<file path="src/rtl/hsp_pkg.sv">
package hsp_pkg;

    localparam int DATA_W  = 16;
    localparam int FRAME_W = DATA_W + 2;
    localparam int BYTE_W  = 8;

    typedef struct packed {
        logic              ovr;
        logic              pol;
        logic [DATA_W-1:0] mag;
    } conv_word_t;

    typedef struct packed {
        logic rd_fall;
        logic rd_low;
        logic ld_fall;
        logic ld_rise;
        logic ld_low;
        logic ck_rise;
        logic ck_fall;
        logic din;
    } pin_evt_t;

    function automatic logic [BYTE_W-1:0] default_count_byte(input logic lvl);
        return lvl ? '0 : {1'b1, {(BYTE_W-1){1'b0}}};
    endfunction

    function automatic logic [FRAME_W-1:0] pack_frame(input conv_word_t w);
        return {w.ovr, w.pol, w.mag};
    endfunction

endpackage

</file>
<file path="src/rtl/hsp_pin_sync.sv">
module hsp_pin_sync #(
    parameter int           STAGES  = 2,
    parameter int           N       = 4,
    parameter logic [N-1:0] RST_VAL = '0
) (
    input  logic         clk,
    input  logic         rst,
    input  logic [N-1:0] pin_i,
    output logic [N-1:0] lvl_o,
    output logic [N-1:0] rise_o,
    output logic [N-1:0] fall_o
);
    logic [N-1:0] prev_q;

    for (genvar g = 0; g < N; g++) begin : g_pin
        logic [STAGES-1:0] chain_q;
        always_ff @(posedge clk) begin
            if (rst) chain_q <= {STAGES{RST_VAL[g]}};
            else     chain_q <= {chain_q[STAGES-2:0], pin_i[g]};
        end
        assign lvl_o[g] = chain_q[STAGES-1];
    end

    always_ff @(posedge clk) begin
        if (rst) prev_q <= RST_VAL;
        else     prev_q <= lvl_o;
    end

    assign rise_o = lvl_o & ~prev_q;
    assign fall_o = ~lvl_o & prev_q;
endmodule

</file>
<file path="src/rtl/hsp_read_shifter.sv">
module hsp_read_shifter
    import hsp_pkg::*;
(
    input  logic       clk,
    input  logic       rst,
    input  conv_word_t result_i,
    input  logic       rd_fall,
    input  logic       rd_low,
    input  logic       ck_fall,
    output logic       sdo_o,
    output logic       sdo_oe_o
);
    logic [FRAME_W-1:0] frame_q;
    logic               oe_q;

    always_ff @(posedge clk) begin
        if (rst) begin
            frame_q <= '0;
            oe_q    <= 1'b0;
        end else begin
            oe_q <= rd_low;
            if (rd_fall)
                frame_q <= pack_frame(result_i);
            else if (rd_low && ck_fall)
                frame_q <= {frame_q[FRAME_W-2:0], 1'b0};
        end
    end

    assign sdo_oe_o = oe_q;
    assign sdo_o    = oe_q & frame_q[FRAME_W-1];
endmodule

</file>
<file path="src/rtl/hsp_load_shifter.sv">
module hsp_load_shifter
    import hsp_pkg::*;
(
    input  logic              clk,
    input  logic              rst,
    input  logic              ld_fall,
    input  logic              ld_rise,
    input  logic              ld_low,
    input  logic              ck_rise,
    input  logic              din,
    output logic              upd_o,
    output logic [BYTE_W-1:0] byte_o,
    output logic              seen_o
);
    localparam int CNT_W = $clog2(BYTE_W + 1);
    localparam logic [CNT_W-1:0] CNT_MAX = CNT_W'(BYTE_W);

    logic [BYTE_W-1:0] sh_q;
    logic [CNT_W-1:0]  edges_q;

    assign seen_o = (edges_q != '0);

    always_ff @(posedge clk) begin
        if (rst) begin
            sh_q    <= '0;
            edges_q <= '0;
            upd_o   <= 1'b0;
            byte_o  <= '0;
        end else begin
            upd_o <= 1'b0;
            if (ld_fall) begin
                sh_q    <= '0;
                edges_q <= '0;
            end else if (ld_low && ck_rise) begin
                sh_q <= {sh_q[BYTE_W-2:0], din};
                if (edges_q != CNT_MAX) edges_q <= edges_q + 1'b1;
            end
            if (ld_rise) begin
                upd_o  <= 1'b1;
                byte_o <= seen_o ? sh_q : default_count_byte(din);
            end
        end
    end
endmodule

</file>
<file path="src/rtl/hsp_serial_port.sv">
module hsp_serial_port
    import hsp_pkg::*;
#(
    parameter int SYNC_STAGES = 2
) (
    input  logic              clk,
    input  logic              rst,
    input  logic              read_n,
    input  logic              load_n,
    input  logic              sclk,
    input  logic              sdi,
    input  logic              result_ovr,
    input  logic              result_pol,
    input  logic [DATA_W-1:0] result_data,
    output logic              sdo,
    output logic              sdo_oe,
    output logic              cnt_update,
    output logic [BYTE_W-1:0] cnt_byte
);
    localparam int NPIN = 4;
    localparam int P_RD = 3;
    localparam int P_LD = 2;
    localparam int P_CK = 1;
    localparam int P_DI = 0;

    logic [NPIN-1:0] lvl, rise, fall;
    pin_evt_t        evt;
    conv_word_t      result;
    logic            sclk_fall_s;
    logic            ld_seen_s;

    hsp_pin_sync #(
        .STAGES (SYNC_STAGES),
        .N      (NPIN),
        .RST_VAL(4'b1100)
    ) sync_i (
        .clk   (clk),
        .rst   (rst),
        .pin_i ({read_n, load_n, sclk, sdi}),
        .lvl_o (lvl),
        .rise_o(rise),
        .fall_o(fall)
    );

    always_comb begin
        evt.rd_fall = fall[P_RD];
        evt.rd_low  = ~lvl[P_RD];
        evt.ld_fall = fall[P_LD];
        evt.ld_rise = rise[P_LD];
        evt.ld_low  = ~lvl[P_LD];
        evt.ck_rise = rise[P_CK];
        evt.ck_fall = fall[P_CK];
        evt.din     = lvl[P_DI];
    end

    assign result      = '{ovr: result_ovr, pol: result_pol, mag: result_data};
    assign sclk_fall_s = evt.ck_fall;

    hsp_read_shifter rd_i (
        .clk     (clk),
        .rst     (rst),
        .result_i(result),
        .rd_fall (evt.rd_fall),
        .rd_low  (evt.rd_low),
        .ck_fall (evt.ck_fall),
        .sdo_o   (sdo),
        .sdo_oe_o(sdo_oe)
    );

    hsp_load_shifter ld_i (
        .clk    (clk),
        .rst    (rst),
        .ld_fall(evt.ld_fall),
        .ld_rise(evt.ld_rise),
        .ld_low (evt.ld_low),
        .ck_rise(evt.ck_rise),
        .din    (evt.din),
        .upd_o  (cnt_update),
        .byte_o (cnt_byte),
        .seen_o (ld_seen_s)
    );
endmodule

</file>
<file path="config.mk">
export PLATFORM = sky130hd
export DESIGN_NAME = hsp_serial_port
export DESIGN_NICKNAME = d
export VERILOG_FILES = /design/src/rtl/hsp_pkg.sv /design/src/rtl/hsp_pin_sync.sv /design/src/rtl/hsp_read_shifter.sv /design/src/rtl/hsp_load_shifter.sv /design/src/rtl/hsp_serial_port.sv
export SDC_FILE = /design/constraint.sdc
export NUM_CORES = 1
export LEC_CHECK = 0
export ABC_AREA = 0
export BUFFER_PORTS_ARGS = -buffer_cell sky130_fd_sc_hd__buf_4
export CAP_MARGIN = 20
export CORE_ASPECT_RATIO = 1.75
export CORE_UTILIZATION = 45
export DETAILED_ROUTE_END_ITERATION = 10
export HOLD_SLACK_MARGIN = 0.05
export PLACE_DENSITY = 0.66
export SYNTH_ARGS = -nofsm -noshare
export SYNTH_HDL_FRONTEND = slang
export SYNTH_SLANG_ARGS = --single-unit
</file>
<file path="constraint.sdc">
create_clock -name clk -period 4 [get_ports clk]
set_input_delay 0.8 -clock clk [delete_from_list [all_inputs] [get_ports clk]]
set_output_delay 0.8 -clock clk [all_outputs]
set_load 0.01 [all_outputs]
</file>
==> Flow_metrics.wiki, run 1 <==
{| class="wikitable"
! Metric !! Value
|-
| Switching power summed over all nets || 0.000191 W
|-
| Clk sink count || 51
|-
| Max VDD drop || 0.000243 V
|-
| Share of power burned in the clock network || 30.9%
|-
| Clock-pin slew on the worst setup and hold paths || 0.08 ns
|-
| Vias in the first global route || 1,448
|-
| Clock root buffer master || clkbuf_8
|-
| Top fanout value on the critical path || 12
|-
| Count of hold buffers inserted by post-cts repair || 0
|-
| Detailed-router iteration count before antenna repair || 4
|-
| Global routing met2 resource utilization || 29.1%
|-
| Depth of the worst register-to-register path || 3
|-
| Count of final max-slew check failures || 0
|-
| Via total after detailed routing || 1,506
|-
| Register area share after synthesis || 50.0%
|-
| HPWL after DPL || 2.57 mm
|-
| Average via count per standard cell || 5.34
|-
| Clock tree from TritonCTS || built
|-
| Synthesized flop and latch total || 51
|-
| Number of port buffers || 34
|-
| Synthesized instance count || 206
|-
| Routability cong. || 0.745
|-
| Post-layout min period || 1.80 ns
|-
| Actual transition at the worst max-transition pin || 1.02 ns
|-
| Distinct cell type count of the synthesized netlist || 34
|-
| Setup Fix Bufs, Post-CTS || 0
|-
| Count of filler cells inserted in the layout || 411
|-
| Type of destination of the critical path || flip-flop
|-
| Setup repair after global routing missed its margin || false
|-
| Combinational group share of total power || 7.6%
|-
| Maximum frequency from static timing analysis || 555 MHz
|-
| Maximum number of pins on one net before global-route repair || 36
|-
| Hold slack final || 0.416 ns
|-
| Violation count after the first detailed-routing iteration || 30
|-
| Capture endpoint of the worst hold path || sync_i.g_pin[2].chain_q[1]
|-
| Reg2Reg Capture Point || ld_i.edges_q[0]
|-
| Cell internal power dissipation || 0.000674 W
|-
| WS Path Type || reg2reg
|-
| Static leakage power || 0.942 nW
|-
| Syn Nets || 232
|-
| FP Rows || 32
|-
| Met1 routing resource usage after global routing || 18.4%
|-
| Count of warnings emitted by yosys || 0
|-
| Final worst clock skew || 0.00691 ns
|-
| Largest buffer count on any clock path || 2
|-
| Clk_lat worst skew || 0.30 ns
|-
| Layout Area Growth over Synthesis || 15.9%
|-
| Overflow left after global routing || 0
|-
| Antenna Cells || 0
|-
| Hold wc startpoint || sync_i.g_pin[2].chain_q[0]
|-
| Die Outline Area || 0.00482 mm2
|-
| HP Class || reg2reg
|-
| H-tree depth || 2
|-
| Top Usage Layer GRT || met2
|-
| Fraction of power consumed by sequential logic || 61.5%
|-
| Share of the core filled with cells in the final layout || 54.2%
|-
| Endpoints failing hold || 0
|-
| Required @ worst endpoint || 4.23 ns
|-
| Wirelength, routed || 3.71 mm
|-
| Data arrival time of the worst path || 2.03 ns
|-
| Fraction of final layout cells with drive strength greater than 1 || 21.6%
|-
| Final-stage net count || 258
|-
| Switching portion of total power || 22.1%
|-
| Drc violations || 0
|-
| Height of the die || 91.1 um
|-
| Ratio of total power to cell area || 365 mW/mm2
|-
| Setup TNS after final layout || 0 ns
|-
| Reg2reg setup slack || 2.20 ns
|-
| Headroom to the max-slew limit || 31.7%
|-
| Global-route wire length before repair || 6.13 mm
|-
| Instance count along the most critical hold path || 1
|-
| Kind of start point of the critical path || flip-flop
|-
| Area of the multi-input gates || 928 um2
|-
| Overall fraction of global-route tracks in use || 16.7%
|-
| Cell area after synthesis || 0.00204 mm2
|-
| Final setup violation count || 0
|-
| Die width || 52.9 um
|-
| Initial core utilization || 46.8%
|-
| Commonest non-fill, non-tap cells in the layout || dfxtp_1 (51), buf_4 (34), mux2i_1 (28)
|-
| Maximum capacitance violations || 0
|-
| Met3 layer usage reported by global route || 4.02%
|-
| Total area of sequential cells || 0.00102 mm2
|-
| Wirelength per Cell || 13.2 um
|-
| Result of the run || finished, final reports clean
|-
| Number of top-level pins || 35
|-
| Antenna Violating Nets Remaining || 0
|-
| Most common library cell in the layout ignoring fill and taps || dfxtp_1
|-
| Avg Cell Area, Syn || 9.91 um2
|-
| Resize count post-CTS || 0
|-
| Placeable Area || 0.00436 mm2
|-
| Total clock buffers created by CTS || 5
|-
| Worst flop-to-flop path startpoint || sync_i.g_pin[2].chain_q[1]
|-
| Antenna violations before repair || 0
|-
| Post-route fraction of the period consumed by the critical path || 45.0%
|}
-- sequential cells by signal, indices dropped and copies added (netlist names) --
name	flops
ld_i.byte_o	8
ld_i.edges_q	4
ld_i.sh_q	8
ld_i.upd_o	1
rd_i.frame_q	18
rd_i.sdo_oe_o	1
sync_i.g_pin.chain_q	8
sync_i.prev_q	3
-- logic make-up (layout without fill, tap and decap cells) --
family                   Yosys count  after routing  synth area share (%)
AO/OA/AOI/OAI                     54             54                  17.0
adder cells (fa/ha/maj)            2              2                  1.23
buffers and inverters             22             47                  4.90
flip-flops                        51             51                  50.0
multiplexers                      28             28                  13.7
AND/OR/NAND/NOR                   49             49                  13.2
-- cells in the mapped netlist --
cell / instances / area, um2
buf_4: 1 / 7.51
nand4_1: 1 / 6.26
o21ai_0: 1 / 5.00
o31ai_1: 17 / 128
or2_2: 3 / 18.8
nor4_1: 1 / 6.26
or3b_1: 1 / 8.76
and2_1: 1 / 6.26
a21bo_2: 1 / 10.0
nor3b_2: 2 / 25.0
o21ai_1: 1 / 5.00
ha_1: 2 / 25.0
inv_1: 6 / 22.5
dfxtp_1: 51 / 1020
nand2b_1: 2 / 12.5
o211ai_1: 5 / 37.5
o21a_2: 1 / 8.76
nand2_1: 10 / 37.5
a21oi_1: 25 / 125
inv_2: 1 / 3.75
a211o_1: 1 / 8.76
and4_4: 1 / 11.3
nand3_1: 8 / 40.0
mux2i_1: 28 / 280
a311o_1: 1 / 10.0
buf_6: 1 / 11.3
a21oi_2: 1 / 8.76
or2_1: 1 / 6.26
nand4b_1: 1 / 8.76
clkbuf_1: 4 / 15.0
nor2_1: 10 / 37.5
buf_1: 4 / 15.0
buf_2: 5 / 25.0
nor2b_1: 7 / 43.8
-- worst max path at each step --
stage / startpoint / end / slack, ns / depth (start not counted)
detailed placement: rst / ld_i.edges_q[2] / 2.02 / 4
floorplan: ld_i.edges_q[0] / ld_i.byte_o[7] / 2.40 / 6
finish: sync_i.g_pin[2].chain_q[1] / ld_i.edges_q[0] / 2.20 / 3
global route: sync_i.g_pin[2].chain_q[1] / ld_i.edges_q[0] / 2.03 / 3
CTS: sync_i.g_pin[2].chain_q[1] / ld_i.edges_q[1] / 2.18 / 3
global placement: rst / ld_i.edges_q[2] / 2.04 / 4
-- per-stage QoR --
step	area, um2	instances	worst slack [ns]	total power [W]
2_1_floorplan	2040	206	2.40	0.000583
3_3_place_gp	2290	276	2.04	0.000609
3_5_place_dp	2290	276	2.02	0.000610
4_1_cts	2370	282	2.18	0.000878
5_1_grt	2370	282	2.03	0.000904
6_report	2370	282	2.20	0.000865
-- final cells by class --
type                            instances  share of cell area [%]
Inverter                                7                    1.11
Timing Repair Buffer                   34                    10.8
Multi-Input combinational cell        133                    39.2
Sequential cell                        51                    43.1
Clock buffer                            6                    3.07
Tap cell                               51                    2.70
-- layer usage --
layer	part of all wire [%]	vias up
met5	0	-
met4	2.2	0
met3	4.0	8
met2	50	32
met1	44	687
li1	-	779
-- critical path, stage by stage (launching register included) --
cell,delay (ns)
dfxtp_1,0.42
nor3b_2,0.84
o21a_2,0.30
mux2i_1,0.17
-- power groups by stage --
stage	sequential, W	combinational [W]	clock [W]
global placement	0.000543	0.0000657	0
CTS	0.000531	0.0000669	0.000279
global route	0.000533	0.0000724	0.000298
detailed placement	0.000543	0.0000668	0
finish	0.000531	0.0000658	0.000267
floorplan	0.000540	0.0000432	0
Power figures use the tool's default switching activity.
==> run 2, diff against run 1 <==
Clock period 4 ns to 1.7 ns, I/O delays scaled along.
==> run 2 against run 1 <==
  * Via count increased by 2.5%
  * Register-to-register slack worse by 2.0 ns
  * Non-clock buffer count grew 11
  * Total power up 140%
  * Sequential power up 140%
  * Critical path depth increased by 2
  * Clock skew is 0.0035 ns higher
  * Clock power up 140%
  * First-iteration DRC count increased by 43%
  * Sequential cell count is the same
  * Wire length is 2.8% higher
  * Largest cell class unchanged
==> Flow_metrics.wiki, run 2 (same netlist as run 1, synthesis figures left out) <==
{| class="wikitable"
! Metric !! Value
|-
| Setup TNS after final layout || 0 ns (unchanged)
|-
| Largest buffer count on any clock path || 2 (unchanged)
|-
| Type of destination of the critical path || flip-flop (unchanged)
|-
| Required @ worst endpoint || 1.88 ns (was 4.23 ns)
|-
| Antenna violations before repair || 0 (unchanged)
|-
| Kind of start point of the critical path || flip-flop (unchanged)
|-
| Maximum number of pins on one net before global-route repair || 36 (unchanged)
|-
| Die width || 52.9 um (unchanged)
|-
| Most common library cell in the layout ignoring fill and taps || dfxtp_1 (unchanged)
|-
| Fraction of final layout cells with drive strength greater than 1 || 25.8% (was 21.6%)
|-
| Maximum capacitance violations || 0 (unchanged)
|-
| Global-route wire length before repair || 6.29 mm (was 6.13 mm)
|-
| Static leakage power || 1.00 nW (was 0.942 nW)
|-
| Overflow left after global routing || 0 (unchanged)
|-
| Max reg flops || 18 (unchanged)
|-
| H-tree depth || 2 (unchanged)
|-
| Routability cong. || 0.759 (was 0.745)
|-
| Antenna Violating Nets Remaining || 0 (unchanged)
|-
| Initial core utilization || 46.8% (unchanged)
|-
| Via total after detailed routing || 1,544 (was 1,506)
|-
| Average via count per standard cell || 5.23 (was 5.34)
|-
| Clk sink count || 51 (unchanged)
|-
| WS Path Type || reg2reg (unchanged)
|-
| Overall fraction of global-route tracks in use || 17.3% (was 16.7%)
|-
| Ratio of total power to cell area || 837 mW/mm2 (was 365 mW/mm2)
|-
| Headroom to the max-slew limit || 56.8% (was 31.7%)
|-
| Resize count post-CTS || 0 (unchanged)
|-
| Final setup violation count || 0 (unchanged)
|-
| Max VDD drop || 0.000603 V (was 0.000243 V)
|-
| Final-stage net count || 269 (was 258)
|-
| Commonest non-fill, non-tap cells in the layout || dfxtp_1 (51), buf_4 (43), mux2i_1 (28) (was dfxtp_1 (51), buf_4 (34), mux2i_1 (28))
|-
| Most flops, register || rd_i.frame_q (unchanged)
|-
| Setup Fix Bufs, Post-CTS || 0 (unchanged)
|-
| Layout Area Growth over Synthesis || 21.4% (was 15.9%)
|-
| Count of hold buffers inserted by post-cts repair || 0 (unchanged)
|-
| Share of the core filled with cells in the final layout || 56.8% (was 54.2%)
|-
| Final instance count without filler cells || 295 (was 282)
|-
| HP Class || in2reg (was reg2reg)
|-
| Placeable Area || 0.00436 mm2 (unchanged)
|-
| Number of port buffers || 34 (unchanged)
|-
| Violation count after the first detailed-routing iteration || 43 (was 30)
|-
| Data arrival time of the worst path || 1.73 ns (was 2.03 ns)
|-
| Post-layout min period || 1.55 ns (was 1.80 ns)
|-
| Die Outline Area || 0.00482 mm2 (unchanged)
|-
| FP Rows || 32 (unchanged)
|-
| Wirelength, routed || 3.82 mm (was 3.71 mm)
|-
| Clock tree from TritonCTS || built (unchanged)
|-
| Count of final max-slew check failures || 0 (unchanged)
|-
| Result of the run || finished, final reports clean (unchanged)
|-
| Number of cells after detailed placement || 286 (was 276)
|-
| Wirelength per Cell || 12.9 um (was 13.2 um)
|-
| HPWL after DPL || 2.74 mm (was 2.57 mm)
|-
| Drc violations || 0 (unchanged)
|-
| Height of the die || 91.1 um (unchanged)
|-
| Maximum frequency from static timing analysis || 647 MHz (was 555 MHz)
|-
| Actual transition at the worst max-transition pin || 0.643 ns (was 1.02 ns)
|-
| Total clock buffers created by CTS || 5 (unchanged)
|-
| Final worst clock skew || 0.0104 ns (was 0.00691 ns)
|-
| Vias in the first global route || 1,495 (was 1,448)
|-
| Setup repair after global routing missed its margin || false (unchanged)
|-
| Post-route fraction of the period consumed by the critical path || 91.0% (was 45.0%)
|-
| Number of top-level pins || 35 (unchanged)
|-
| Endpoints failing hold || 0 (unchanged)
|-
| Top fanout value on the critical path || 4 (was 12)
|-
| Clock root buffer master || clkbuf_8 (unchanged)
|-
| Clock-pin slew on the worst setup and hold paths || 0.08 ns (about the same)
|-
| Antenna Cells || 0 (unchanged)
|-
| Detailed-router iteration count before antenna repair || 4 (unchanged)
|-
| Clk_lat worst skew || 0.29 ns (was 0.30 ns)
|}
## run 2: power by group
part / total [W] / internal, W / switching (W) / leakage, nW
logic: 0.000172 / 0.0000927 / 0.0000797 / 0.548
registers: 0.00125 / 0.00123 / 0.0000193 / 0.415
clock network: 0.000654 / 0.000288 / 0.000366 / 0.0412
## run 2: metrics by stage
stage | hold slack, ns | area, um2 | setup slack, ns | power (W)
floorplan | 0.389 | 2040 | 0.0980 | 0.00137
global placement | 0.394 | 2380 | 0.173 | 0.00145
detailed placement | 0.401 | 2380 | 0.137 | 0.00145
CTS | 0.215 | 2470 | 0.101 | 0.00210
global route | 0.223 | 2480 | 0.112 | 0.00217
finish | 0.226 | 2480 | 0.153 | 0.00207
## run 2: cell type report
type                    instances  area (um2)
clock buffers                   6        72.6
clock inverters                 2        12.5
fillers                       396        1890
inverters                       7        26.3
multi-input cells             133         928
flip-flops and latches         51        1020
well taps                      51        63.8
repair buffers                 45         354
## run 2: metal layers
layer / wire length [um] / track usage, %
met2: 2050 / 30.9
met4: 40 / 7.24
met3: 98 / 3.52
met1: 1620 / 18.6
met5: 0 / 0
## run 2: critical path, cell delays in order, from the launching register on
cell and delay (ns):
dfxtp_1 0.34, inv_1 0.08, ha_1 0.15, or3b_1 0.36, and4_4 0.20, a311o_1 0.31
## run 2: final timing paths
check	cells past startpoint	slack (ns)	start	end
hold / removal	2	0.23	read_n	sync_i.g_pin[3].chain_q[0]
setup reg to reg	5	0.15	ld_i.edges_q[0]	ld_i.byte_o[7]
hold reg to reg	1	0.41	sync_i.g_pin[2].chain_q[0]	sync_i.g_pin[2].chain_q[1]
setup / recovery	5	0.15	ld_i.edges_q[0]	ld_i.byte_o[7]
==> run 3, diff against run 2 <==
Settings changed: CTS_BUF_LIST set to sky130_fd_sc_hd__clkbuf_8.
==> run 3 against run 2 <==
  * Design area did not move
  * Wire length unchanged
  * Clock power shrank 0.8%
  * Global-route usage is the same
  * Total power fell by 0.27%
  * Count of clock-buffer cells in the layout down 1
  * Setup slack is the same
  * First-iteration DRC count is the same
  * Die area did not move
  * Final cell count unchanged
==> Flow_metrics.wiki, run 3 (same netlist as run 1, synthesis figures left out) <==
{| class="wikitable"
! Metric !! Value
|-
| Maximum number of pins on one net before global-route repair || 36 (unchanged)
|-
| Antenna Cells || 0 (unchanged)
|-
| WS Path Type || reg2reg (unchanged)
|-
| Actual transition at the worst max-transition pin || 0.643 ns (unchanged)
|-
| Most common library cell in the layout ignoring fill and taps || dfxtp_1 (unchanged)
|-
| Data arrival time of the worst path || 1.73 ns (about the same)
|-
| Initial core utilization || 46.8% (unchanged)
|-
| Type of destination of the critical path || flip-flop (unchanged)
|-
| Commonest non-fill, non-tap cells in the layout || dfxtp_1 (51), buf_4 (43), mux2i_1 (28) (unchanged)
|-
| Routability cong. || 0.759 (unchanged)
|-
| Post-layout min period || 1.55 ns (unchanged)
|-
| Clock root buffer master || clkbuf_8 (unchanged)
|-
| Hold slack final || 0.226 ns (unchanged)
|-
| Antenna violations before repair || 0 (unchanged)
|-
| FP Rows || 32 (unchanged)
|-
| Required @ worst endpoint || 1.88 ns (about the same)
|-
| Clock tree from TritonCTS || built (unchanged)
|-
| Global-route wire length before repair || 6.29 mm (unchanged)
|-
| Layout Area Growth over Synthesis || 21.4% (unchanged)
|-
| Top fanout value on the critical path || 4 (unchanged)
|-
| Height of the die || 91.1 um (unchanged)
|-
| Final worst clock skew || 0.0107 ns (was 0.0104 ns)
|-
| Number of top-level pins || 35 (unchanged)
|-
| Detailed-router iteration count before antenna repair || 4 (unchanged)
|-
| Overflow left after global routing || 0 (unchanged)
|-
| Resize count post-CTS || 0 (unchanged)
|-
| Setup TNS after final layout || 0 ns (unchanged)
|-
| HP Class || in2reg (unchanged)
|-
| HPWL after DPL || 2.74 mm (unchanged)
|-
| Slowest cell on the critical path || or3b_1 (unchanged)
|-
| Post-route fraction of the period consumed by the critical path || 91.0% (unchanged)
|-
| Total clock buffers created by CTS || 5 (unchanged)
|-
| Setup repair after global routing missed its margin || false (unchanged)
|-
| Clk_lat worst skew || 0.29 ns (about the same)
|-
| Count of final max-slew check failures || 0 (unchanged)
|-
| Fraction of final layout cells with drive strength greater than 1 || 25.8% (unchanged)
|-
| Result of the run || finished, final reports clean (unchanged)
|-
| Total area of sequential cells || 0.00102 mm2 (unchanged)
|-
| Violation count after the first detailed-routing iteration || 43 (unchanged)
|-
| Vias in the first global route || 1,495 (unchanged)
|-
| Maximum capacitance violations || 0 (unchanged)
|-
| Wirelength, routed || 3.82 mm (unchanged)
|-
| Antenna Violating Nets Remaining || 0 (unchanged)
|-
| Count of hold buffers inserted by post-cts repair || 0 (unchanged)
|-
| Die Outline Area || 0.00482 mm2 (unchanged)
|-
| Total design power || 0.00207 W (about the same)
|-
| Delay of the slowest cell on the worst path || 0.36 ns (about the same)
|-
| Drc violations || 0 (unchanged)
|-
| Final setup violation count || 0 (unchanged)
|-
| Maximum frequency from static timing analysis || 647 MHz (unchanged)
|-
| Static leakage power || 1.01 nW (was 1.00 nW)
|-
| Number of cells after detailed placement || 286 (unchanged)
|-
| Endpoints failing hold || 0 (unchanged)
|-
| Overall fraction of global-route tracks in use || 17.3% (unchanged)
|-
| CP cell instances || inv_1 > ha_1 > or3b_1 > and4_4 > a311o_1 (unchanged)
|-
| Placeable Area || 0.00436 mm2 (unchanged)
|-
| Final-stage net count || 269 (unchanged)
|-
| Most flops, register || rd_i.frame_q (unchanged)
|-
| Setup Fix Bufs, Post-CTS || 0 (unchanged)
|-
| Average via count per standard cell || 5.23 (unchanged)
|-
| Final instance count without filler cells || 295 (unchanged)
|-
| Number of port buffers || 34 (unchanged)
|-
| Die width || 52.9 um (unchanged)
|-
| Max reg flops || 18 (unchanged)
|-
| Via total after detailed routing || 1,544 (unchanged)
|-
| Area of the multi-input gates || 928 um2 (unchanged)
|-
| Count of filler cells inserted in the layout || 396 (unchanged)
|-
| Largest buffer count on any clock path || 2 (unchanged)
|-
| Max VDD drop || 0.000603 V (about the same)
|-
| Clk sink count || 51 (unchanged)
|-
| Wirelength per Cell || 12.9 um (unchanged)
|-
| Headroom to the max-slew limit || 56.8% (unchanged)
|-
| Clock-pin slew on the worst setup and hold paths || 0.08 ns (about the same)
|-
| Ratio of total power to cell area || 835 mW/mm2 (was 837 mW/mm2)
|-
| H-tree depth || 2 (unchanged)
|-
| Kind of start point of the critical path || flip-flop (unchanged)
|}
run 3: cell types whose count changed in the layout (fill, tap and decap cells not counted), sizes merged:
cell,change
clkbuf,-1
inv,+1
run 3: routing by layer:
| metal | up-vias | track usage (%) | share of wire [%] |
|---|---|---|---|
| met2 | 23 | 30.9 | 54 |
| met1 | 715 | 18.6 | 43 |
| met3 | 2 | 3.52 | 2.6 |
| met4 | 0 | 7.24 | 1.0 |
| li1 | 804 | - | - |
| met5 | - | 0 | 0 |
run 3: metrics by stage:
step                      util (%)  area (um2)  setup slack [ns]
after floorplan                  -        2040            0.0980
after global placement        54.6        2380             0.173
after detailed placement      54.6        2380             0.137
after CTS                     56.5        2470             0.101
after global routing          56.8        2480             0.112
final                         56.8        2480             0.153
run 3: area by class of cell:
class	count	share of cell area (%)
clock buffer	5	2.78
clock inverter	3	0.656
inverter	7	1.06
multi-input combinational	133	37.5
sequential	51	41.2
tap	51	2.57
timing repair buffer	45	14.3
run 3: worst paths after layout:
check | slack (ns) | depth (start not counted) | endpoint | from
min | 0.23 | 2 | sync_i.g_pin[3].chain_q[0] | read_n
max reg2reg | 0.15 | 5 | ld_i.byte_o[7] | ld_i.edges_q[0]
min reg2reg | 0.41 | 1 | sync_i.g_pin[2].chain_q[1] | sync_i.g_pin[2].chain_q[0]
max | 0.15 | 5 | ld_i.byte_o[7] | ld_i.edges_q[0]
run 3: power breakdown:
part / leakage (nW) / switching (W) / internal [W]
Clock: 0.0453 / 0.000367 / 0.000282
Combinational: 0.548 / 0.0000797 / 0.0000927
Sequential: 0.415 / 0.0000193 / 0.00123
run 3: critical path: cells and delay by family (launching register included):
family | cells | cell delay [ns]
AO/OA/AOI/OAI | 1 | 0.31
adder cells (fa/ha/maj) | 1 | 0.15
buffers and inverters | 1 | 0.08
flip-flops | 1 | 0.34
AND/OR/NAND/NOR | 2 | 0.56
